## src/rtl/perf_pkg.sv

```systemverilog
package perf_pkg;
  localparam int unsigned CTL_WORD  = 0;
  localparam int unsigned STAT_WORD = 1;

  typedef enum logic [1:0] {
    SEL_NONE = 2'd0,
    SEL_CTL  = 2'd1,
    SEL_STAT = 2'd2,
    SEL_CTR  = 2'd3
  } reg_sel_e;
endpackage

```

## src/rtl/perf_rst_sync.sv

```systemverilog
module perf_rst_sync (
  input  logic clk,
  input  logic rst_n,
  output logic rst_n_sync
);
  logic [1:0] sync_q;

  always_ff @(posedge clk or negedge rst_n) begin
    if (!rst_n) sync_q <= 2'b00;
    else        sync_q <= {sync_q[0], 1'b1};
  end

  assign rst_n_sync = sync_q[1];
endmodule

```

## src/rtl/perf_phys_ctr.sv

```systemverilog
module perf_phys_ctr #(
  parameter int unsigned CTR_W = 32
) (
  input  logic             clk,
  input  logic             rst_n,
  input  logic             split,
  input  logic             run,
  input  logic             evt_hi,
  input  logic             evt_lo,
  input  logic             wr_full,
  input  logic             wr_hi,
  input  logic             wr_lo,
  input  logic [CTR_W-1:0] wdata,
  input  logic             commit,
  output logic [CTR_W-1:0] cnt,
  output logic             ovf_hi,
  output logic             ovf_lo
);
  localparam int unsigned HW = CTR_W / 2;

  logic [CTR_W-1:0] cnt_q, cnt_n, latch_q, latch_n;
  logic             pend_hi_q, pend_hi_n, pend_lo_q, pend_lo_n;
  logic             take, upd_en;

  assign take = commit & (pend_hi_q | pend_lo_q);

  always_comb begin
    cnt_n     = cnt_q;
    latch_n   = latch_q;
    pend_hi_n = pend_hi_q;
    pend_lo_n = pend_lo_q;
    ovf_hi    = 1'b0;
    ovf_lo    = 1'b0;
    if (wr_full) begin
      latch_n   = wdata;
      pend_hi_n = 1'b1;
      pend_lo_n = 1'b1;
    end
    if (wr_hi) begin
      latch_n[CTR_W-1:HW] = wdata[HW-1:0];
      pend_hi_n           = 1'b1;
    end
    if (wr_lo) begin
      latch_n[HW-1:0] = wdata[HW-1:0];
      pend_lo_n       = 1'b1;
    end
    if (take) begin
      if (pend_hi_q) cnt_n[CTR_W-1:HW] = latch_q[CTR_W-1:HW];
      if (pend_lo_q) cnt_n[HW-1:0]     = latch_q[HW-1:0];
      pend_hi_n = 1'b0;
      pend_lo_n = 1'b0;
    end else if (run) begin
      if (split) begin
        if (evt_hi) begin
          cnt_n[CTR_W-1:HW] = cnt_q[CTR_W-1:HW] + 1'b1;
          ovf_hi            = &cnt_q[CTR_W-1:HW];
        end
        if (evt_lo) begin
          cnt_n[HW-1:0] = cnt_q[HW-1:0] + 1'b1;
          ovf_lo        = &cnt_q[HW-1:0];
        end
      end else if (evt_hi) begin
        cnt_n  = cnt_q + 1'b1;
        ovf_hi = &cnt_q;
      end
    end
  end

  assign upd_en = wr_full | wr_hi | wr_lo | take | (run & (evt_hi | evt_lo));

  always_ff @(posedge clk or negedge rst_n) begin
    if (!rst_n) begin
      cnt_q     <= '0;
      latch_q   <= '0;
      pend_hi_q <= 1'b0;
      pend_lo_q <= 1'b0;
    end else if (upd_en) begin
      cnt_q     <= cnt_n;
      latch_q   <= latch_n;
      pend_hi_q <= pend_hi_n;
      pend_lo_q <= pend_lo_n;
    end
  end

  assign cnt = cnt_q;
endmodule

```

## src/rtl/perf_status.sv

```systemverilog
module perf_status #(
  parameter int unsigned NBITS = 8
) (
  input  logic             clk,
  input  logic             rst_n,
  input  logic [NBITS-1:0] ovf,
  input  logic             rd_clr,
  input  logic             mask_we,
  input  logic [NBITS-1:0] mask_d,
  output logic [NBITS-1:0] status,
  output logic             irq
);
  logic [NBITS-1:0] stat_q, stat_n, mask_q, mask_n;
  logic             stat_en;

  always_comb begin
    stat_n = (rd_clr ? '0 : stat_q) | ovf;
    mask_n = mask_we ? mask_d : mask_q;
  end

  assign stat_en = rd_clr | (|ovf);

  always_ff @(posedge clk or negedge rst_n) begin
    if (!rst_n) begin
      stat_q <= '0;
    end else if (stat_en) begin
      stat_q <= stat_n;
    end
  end

  always_ff @(posedge clk or negedge rst_n) begin
    if (!rst_n) begin
      mask_q <= '0;
    end else if (mask_we) begin
      mask_q <= mask_n;
    end
  end

  assign status = stat_q;
  assign irq    = |(stat_q & mask_q);
endmodule

```

## src/rtl/perf_ctr_bank.sv

```systemverilog
module perf_ctr_bank #(
  parameter  int unsigned NUM_PHYS = 4,
  parameter  int unsigned CTR_W    = 32,
  localparam int unsigned NLOG     = 2 * NUM_PHYS,
  localparam int unsigned ADDR_W   = $clog2(2 * NLOG),
  localparam int unsigned BUS_W    = 2 * CTR_W
) (
  input  logic              clk,
  input  logic              rst_n,
  input  logic              bus_we,
  input  logic              bus_re,
  input  logic [ADDR_W-1:0] bus_addr,
  input  logic [BUS_W-1:0]  bus_wdata,
  output logic [BUS_W-1:0]  bus_rdata,
  input  logic [NLOG-1:0]   evt,
  output logic              irq
);
  import perf_pkg::*;

  localparam int unsigned HW     = CTR_W / 2;
  localparam int unsigned EN_BIT = CTR_W - 1;

  logic                      rst_n_s;
  logic [CTR_W-1:0]          wdat;
  logic                      unused_low;
  reg_sel_e                  sel;
  logic [ADDR_W-1:0]         off;
  logic                      commit;
  logic                      ctl_en_q, ctl_en_n, ctl_we;
  logic [NUM_PHYS-1:0]       split_q, split_n;
  logic [CTR_W-1:0]          cnt_q [NUM_PHYS];
  logic [NUM_PHYS*CTR_W-1:0] cnt_flat;
  logic [NLOG-1:0]           ovf;
  logic [NLOG-1:0]           stat_q;
  logic [CTR_W-1:0]          rd_reg;

  perf_rst_sync u_rst (.clk(clk), .rst_n(rst_n), .rst_n_sync(rst_n_s));

  assign wdat       = bus_wdata[BUS_W-1:CTR_W];
  assign unused_low = ^bus_wdata[CTR_W-1:0];
  assign off        = bus_addr - ADDR_W'(NLOG);

  always_comb begin
    if (bus_addr == ADDR_W'(CTL_WORD))       sel = SEL_CTL;
    else if (bus_addr == ADDR_W'(STAT_WORD)) sel = SEL_STAT;
    else if (bus_addr >= ADDR_W'(NLOG))      sel = SEL_CTR;
    else                                     sel = SEL_NONE;
  end

  // Control register: next state and register kept apart
  assign ctl_we = bus_we & (sel == SEL_CTL);
  assign commit = ctl_we & wdat[EN_BIT];

  always_comb begin
    ctl_en_n = ctl_en_q;
    split_n  = split_q;
    if (ctl_we) begin
      ctl_en_n = wdat[EN_BIT];
      split_n  = wdat[NUM_PHYS-1:0];
    end
  end

  always_ff @(posedge clk or negedge rst_n_s) begin
    if (!rst_n_s) begin
      ctl_en_q <= 1'b0;
      split_q  <= '0;
    end else if (ctl_we) begin
      ctl_en_q <= ctl_en_n;
      split_q  <= split_n;
    end
  end

  // Physical counters
  for (genvar p = 0; p < NUM_PHYS; p++) begin : g_phys
    logic wr_any_ctr;
    logic wr_full, wr_hi, wr_lo;
    assign wr_any_ctr = bus_we & (sel == SEL_CTR);
    assign wr_full    = wr_any_ctr & (off == ADDR_W'(p)) & ~split_q[p];
    assign wr_hi      = wr_any_ctr & (off == ADDR_W'(p)) &  split_q[p];
    assign wr_lo      = wr_any_ctr & (off == ADDR_W'(p + NUM_PHYS));

    perf_phys_ctr #(.CTR_W(CTR_W)) u_ctr (
      .clk    (clk),
      .rst_n  (rst_n_s),
      .split  (split_q[p]),
      .run    (ctl_en_q),
      .evt_hi (evt[p]),
      .evt_lo (evt[p + NUM_PHYS]),
      .wr_full(wr_full),
      .wr_hi  (wr_hi),
      .wr_lo  (wr_lo),
      .wdata  (wdat),
      .commit (commit),
      .cnt    (cnt_q[p]),
      .ovf_hi (ovf[p]),
      .ovf_lo (ovf[p + NUM_PHYS])
    );

    assign cnt_flat[p*CTR_W +: CTR_W] = cnt_q[p];
  end

  // Status and interrupt
  perf_status #(.NBITS(NLOG)) u_stat (
    .clk    (clk),
    .rst_n  (rst_n_s),
    .ovf    (ovf),
    .rd_clr (bus_re & (sel == SEL_STAT)),
    .mask_we(bus_we & (sel == SEL_STAT)),
    .mask_d (wdat[NLOG-1:0]),
    .status (stat_q),
    .irq    (irq)
  );

  // Read mux
  always_comb begin
    rd_reg = '0;
    unique case (sel)
      SEL_CTL: begin
        rd_reg[EN_BIT]       = ctl_en_q;
        rd_reg[NUM_PHYS-1:0] = split_q;
      end
      SEL_STAT: rd_reg[NLOG-1:0] = stat_q;
      SEL_CTR: begin
        for (int l = 0; l < int'(NLOG); l++) begin
          if (off == ADDR_W'(l)) begin
            if (l < int'(NUM_PHYS)) begin
              if (split_q[l]) rd_reg[HW-1:0] = cnt_q[l][CTR_W-1:HW];
              else            rd_reg         = cnt_q[l];
            end else begin
              rd_reg[HW-1:0] = cnt_q[l - int'(NUM_PHYS)][HW-1:0];
            end
          end
        end
      end
      default: rd_reg = '0;
    endcase
  end

  assign bus_rdata = {rd_reg, {CTR_W{1'b0}}};
endmodule

```

## config.mk

```make
export PLATFORM = sky130hd
export DESIGN_NAME = perf_ctr_bank
export DESIGN_NICKNAME = d
export VERILOG_FILES = /design/src/rtl/perf_pkg.sv /design/src/rtl/perf_rst_sync.sv /design/src/rtl/perf_phys_ctr.sv /design/src/rtl/perf_status.sv /design/src/rtl/perf_ctr_bank.sv
export SDC_FILE = /design/constraint.sdc
export NUM_CORES = 1
export LEC_CHECK = 0
export CORE_MARGIN = 1
export CORE_UTILIZATION = 59
export DETAILED_ROUTE_END_ITERATION = 6
export PLACE_DENSITY = 0.81
export RECOVER_POWER = 50
export SKIP_CTS_REPAIR_TIMING = 1
export SLEW_MARGIN = 20
export SYNTH_ARGS = -nofsm -noshare
export SYNTH_HDL_FRONTEND = slang
export SYNTH_SLANG_ARGS = --single-unit
```

## constraint.sdc

```tcl
create_clock -name clk -period 9.8 [get_ports clk]
set_input_delay 1.96 -clock clk [delete_from_list [all_inputs] [get_ports clk]]
set_output_delay 1.96 -clock clk [all_outputs]
set_load 0.05 [all_outputs]
```

==> results.json <==
{
  "yosys.cell_count.top_type": "dfrtp_1",
  "max-vdd-ir-drop_mv": 0.191,
  "timing.hold.worst.class": "flop to flop",
  "violations": "design-rule violations, max-capacitance violations, max-slew violations",
  "post_synthesis_cell_count": 1944,
  "io_pins": 145,
  "wl_met3_um": 8810,
  "timing.reg2reg.setup_slack_ps": 2660,
  "grt.overflow.total": 0,
  "flip_flop_and_latch_area_um2": 7190,
  "wl_per_cell_um": 30.0,
  "htreeDepth": 1,
  "grt_pass1_wl_um": 103000,
  "critical_path.startpoint_type": "input pin",
  "post-route-util": 0.668,
  "drt_pass1_iterations": 7,
  "dpl_cell_area_um2": 18400,
  "synth_area_leaders": "dfrtp_1 41%, mux2i_1 6.5%, a21oi_1 5.5%, mux2_2 5.3%, nor2_1 3.6%",
  "core_um2": 29100,
  "met2WireLength_um": 30000,
  "fin_setup_tns_ps": 0,
  "cts.clk_slew.worst_paths_ps": 60,
  "start_util": 0.606,
  "antenna_found_initial": 1,
  "setup_viol": 0,
  "chipHeight_um": 175,
  "cts-buffers-inserted": 31,
  "worst_r2r_path_cells": 2,
  "min_period_over_period": 0.845,
  "grt_pass1_vias": 15700,
  "vias_per_cell": 7.25,
  "mappedNetlistArea_um2": 17600,
  "worst-setup-path-type": "input pin to output pin",
  "dieWidth_um": 175,
  "gr-usage-all-layers": 0.459,
  "grt_start_max_net_pins": 70,
  "final_cell_area_um2": 19400,
  "share_of_synthesized_registers_carrying_an_async_set_or_reset": 1.00,
  "run_status": "finished with violations",
  "timing_limited_maximum_frequency_ghz": 0.121,
  "report.final.hold_viol_count": 0,
  "drt_first_iter_violations": 2403,
  "critPathMaxFanout": 24,
  "gpl.final_weighted_congestion": 1.05,
  "hpwlAfterDp_um": 48400,
  "final.min_clock_period_ps": 8280,
  "num_vias": 17000,
  "synth.distinct_cells": 88,
  "cts_root_buf": "clkbuf_16",
  "routedLengthMet1_um": 26900,
  "ys.flop_type": "dfrtp_1",
  "totalWireLength_um": 70500,
  "worst_skew_pair.late_latency_ps": 580,
  "timing.hold.worst_path_depth": 0,
  "nNetsFinal": 2024,
  "deepest_clock_path_buffer_count": 3,
  "drive_gt1_frac": 0.106,
  "worstSetupEndpointType": "output pin",
  "synth_sequential_area_ratio": 0.407,
  "worstMarginPinSlew_ps": 3600,
  "highest_layer": "met4",
  "tritoncts": "yes",
  "area_share_of_the_largest_cell_type_after_synthesis": 0.407,
  "grt_setup_unrepaired": "no",
  "portBuffers": 80,
  "final_max_slew_viols": 328,
  "detail-route-antenna-nets": 0,
  "synth_common_cells": "287 x dfrtp_1, 194 x a21oi_1, 168 x nor2_1",
  "clock_sink_count": 287,
  "max_slew_margin": -1.40,
  "netlist.top_cell.by_area": "dfrtp_1",
  "drcViolationCount": 2,
  "multi_input_combinational_cell_area_um2": 9550,
  "power.density_nw_per_um2": 207,
  "area_growth_pct": 10.3,
  "dieArea_um2": 30600,
  "synthesis.area_per_instance_um2": 9.07,
  "n_fill_cell": 2365,
  "synth_enable_flop_cells": 0,
  "drv_cap": 6,
  "power.leakage_nw": 7.84,
  "yosys_warnings": 0,
  "finalHoldWorstSlack_ps": 352,
  "ys_seq_elements": 287,
  "worstPathArrival_ps": 6320,
  "clock-skew-final_ps": 9.23,
  "worstPathRequired_ps": 7840,
  "fp-row-count": 62
}
report_power, final:
group / switching (mW) / internal [mW]
logic: 0.615 / 0.405
clock network: 0.496 / 0.722
registers: 0.355 / 1.43
cell usage in the layout, fill, tap and decap left out, types with 31 or more instances in the layout:
cell type and n:
a21oi_1 194, nand4_1 31, dfrtp_1 284, o21ai_0 96, nand2_1 141, mux2i_1 114, nor2_1 164, o22ai_1 34
nand3_1 69, a22oi_1 52, clkbuf_16 31, clkdlybuf4s50_1 78, nor3_1 40, conb_1 33, mux2_2 83
layout make-up:
class | instances | area share
diodes | 5 | 0.000643
clock buffers | 51 | 0.0499
clock inverters | 5 | 0.00431
inverters | 31 | 0.00598
multi-input cells | 1470 | 0.491
flip-flops and latches | 287 | 0.370
well taps | 384 | 0.0247
repair buffers | 115 | 0.0536
worst max-delay path, stage by stage:
cell and delay, ps:
dlygate4sd3_1 1270, nand2_1 420, nor3_1 970, a21oi_1 190
a221oi_1 580, clkdlybuf4s50_1 930
path summary, 6_finish.rpt:
kind | startpoint | end
worst max-delay path | bus_addr[3] | bus_rdata[42]
worst min-delay path | u_rst.sync_q[0]$_DFF_PN0_ | u_rst.sync_q[1]$_DFF_PN0_
worst max register to register | u_rst.sync_q[1]$_DFF_PN0_ | split_q[3]$_DFFE_PN0P_
worst min register to register | u_rst.sync_q[0]$_DFF_PN0_ | u_rst.sync_q[1]$_DFF_PN0_
max in group asynchronous | u_rst.sync_q[1]$_DFF_PN0_ | split_q[3]$_DFFE_PN0P_
min in group asynchronous | u_rst.sync_q[1]$_DFF_PN0_ | g_phys[0].u_ctr.latch_q[0]$_DFFE_PN0P_
metrics by stage:
stage / total power [mW] / instances / setup slack (ps)
detailed placement: 2.77 / 2287 / 1880
finish: 4.02 / 2348 / 1520
CTS: 3.98 / 2343 / 1840
global placement: 2.73 / 2287 / 1890
floorplan: 2.39 / 1975 / 1210
global route: 4.16 / 2343 / 1380
metal layers:
layer / vias to the layer above / global-route usage
li1: 7282 / -
met1: 8268 / 0.618
met2: 1236 / 0.673
met3: 244 / 0.114
met4: 0 / 0.268
met5: - / 0
state kept, by name, summed over array words and instances, names as in the netlist:
signal / cells
ctl_en_q: 1
g_phys.u_ctr.latch_q: 128
g_phys.u_ctr.pend_hi_q: 4
u_rst.sync_q: 2
u_stat.status: 8
g_phys.u_ctr.pend_lo_q: 4
split_q: 4
g_phys.u_ctr.cnt: 128
u_stat.mask_q: 8
cell families after synthesis:
kind of cell | share of synthesized area
compound gates | 0.241
simple gates | 0.167
buf+inv | 0.0586
mux | 0.120
other cells | 0.000426
flops | 0.407
fa+ha+maj | 0.00568
Power figures use the tool's default switching activity.
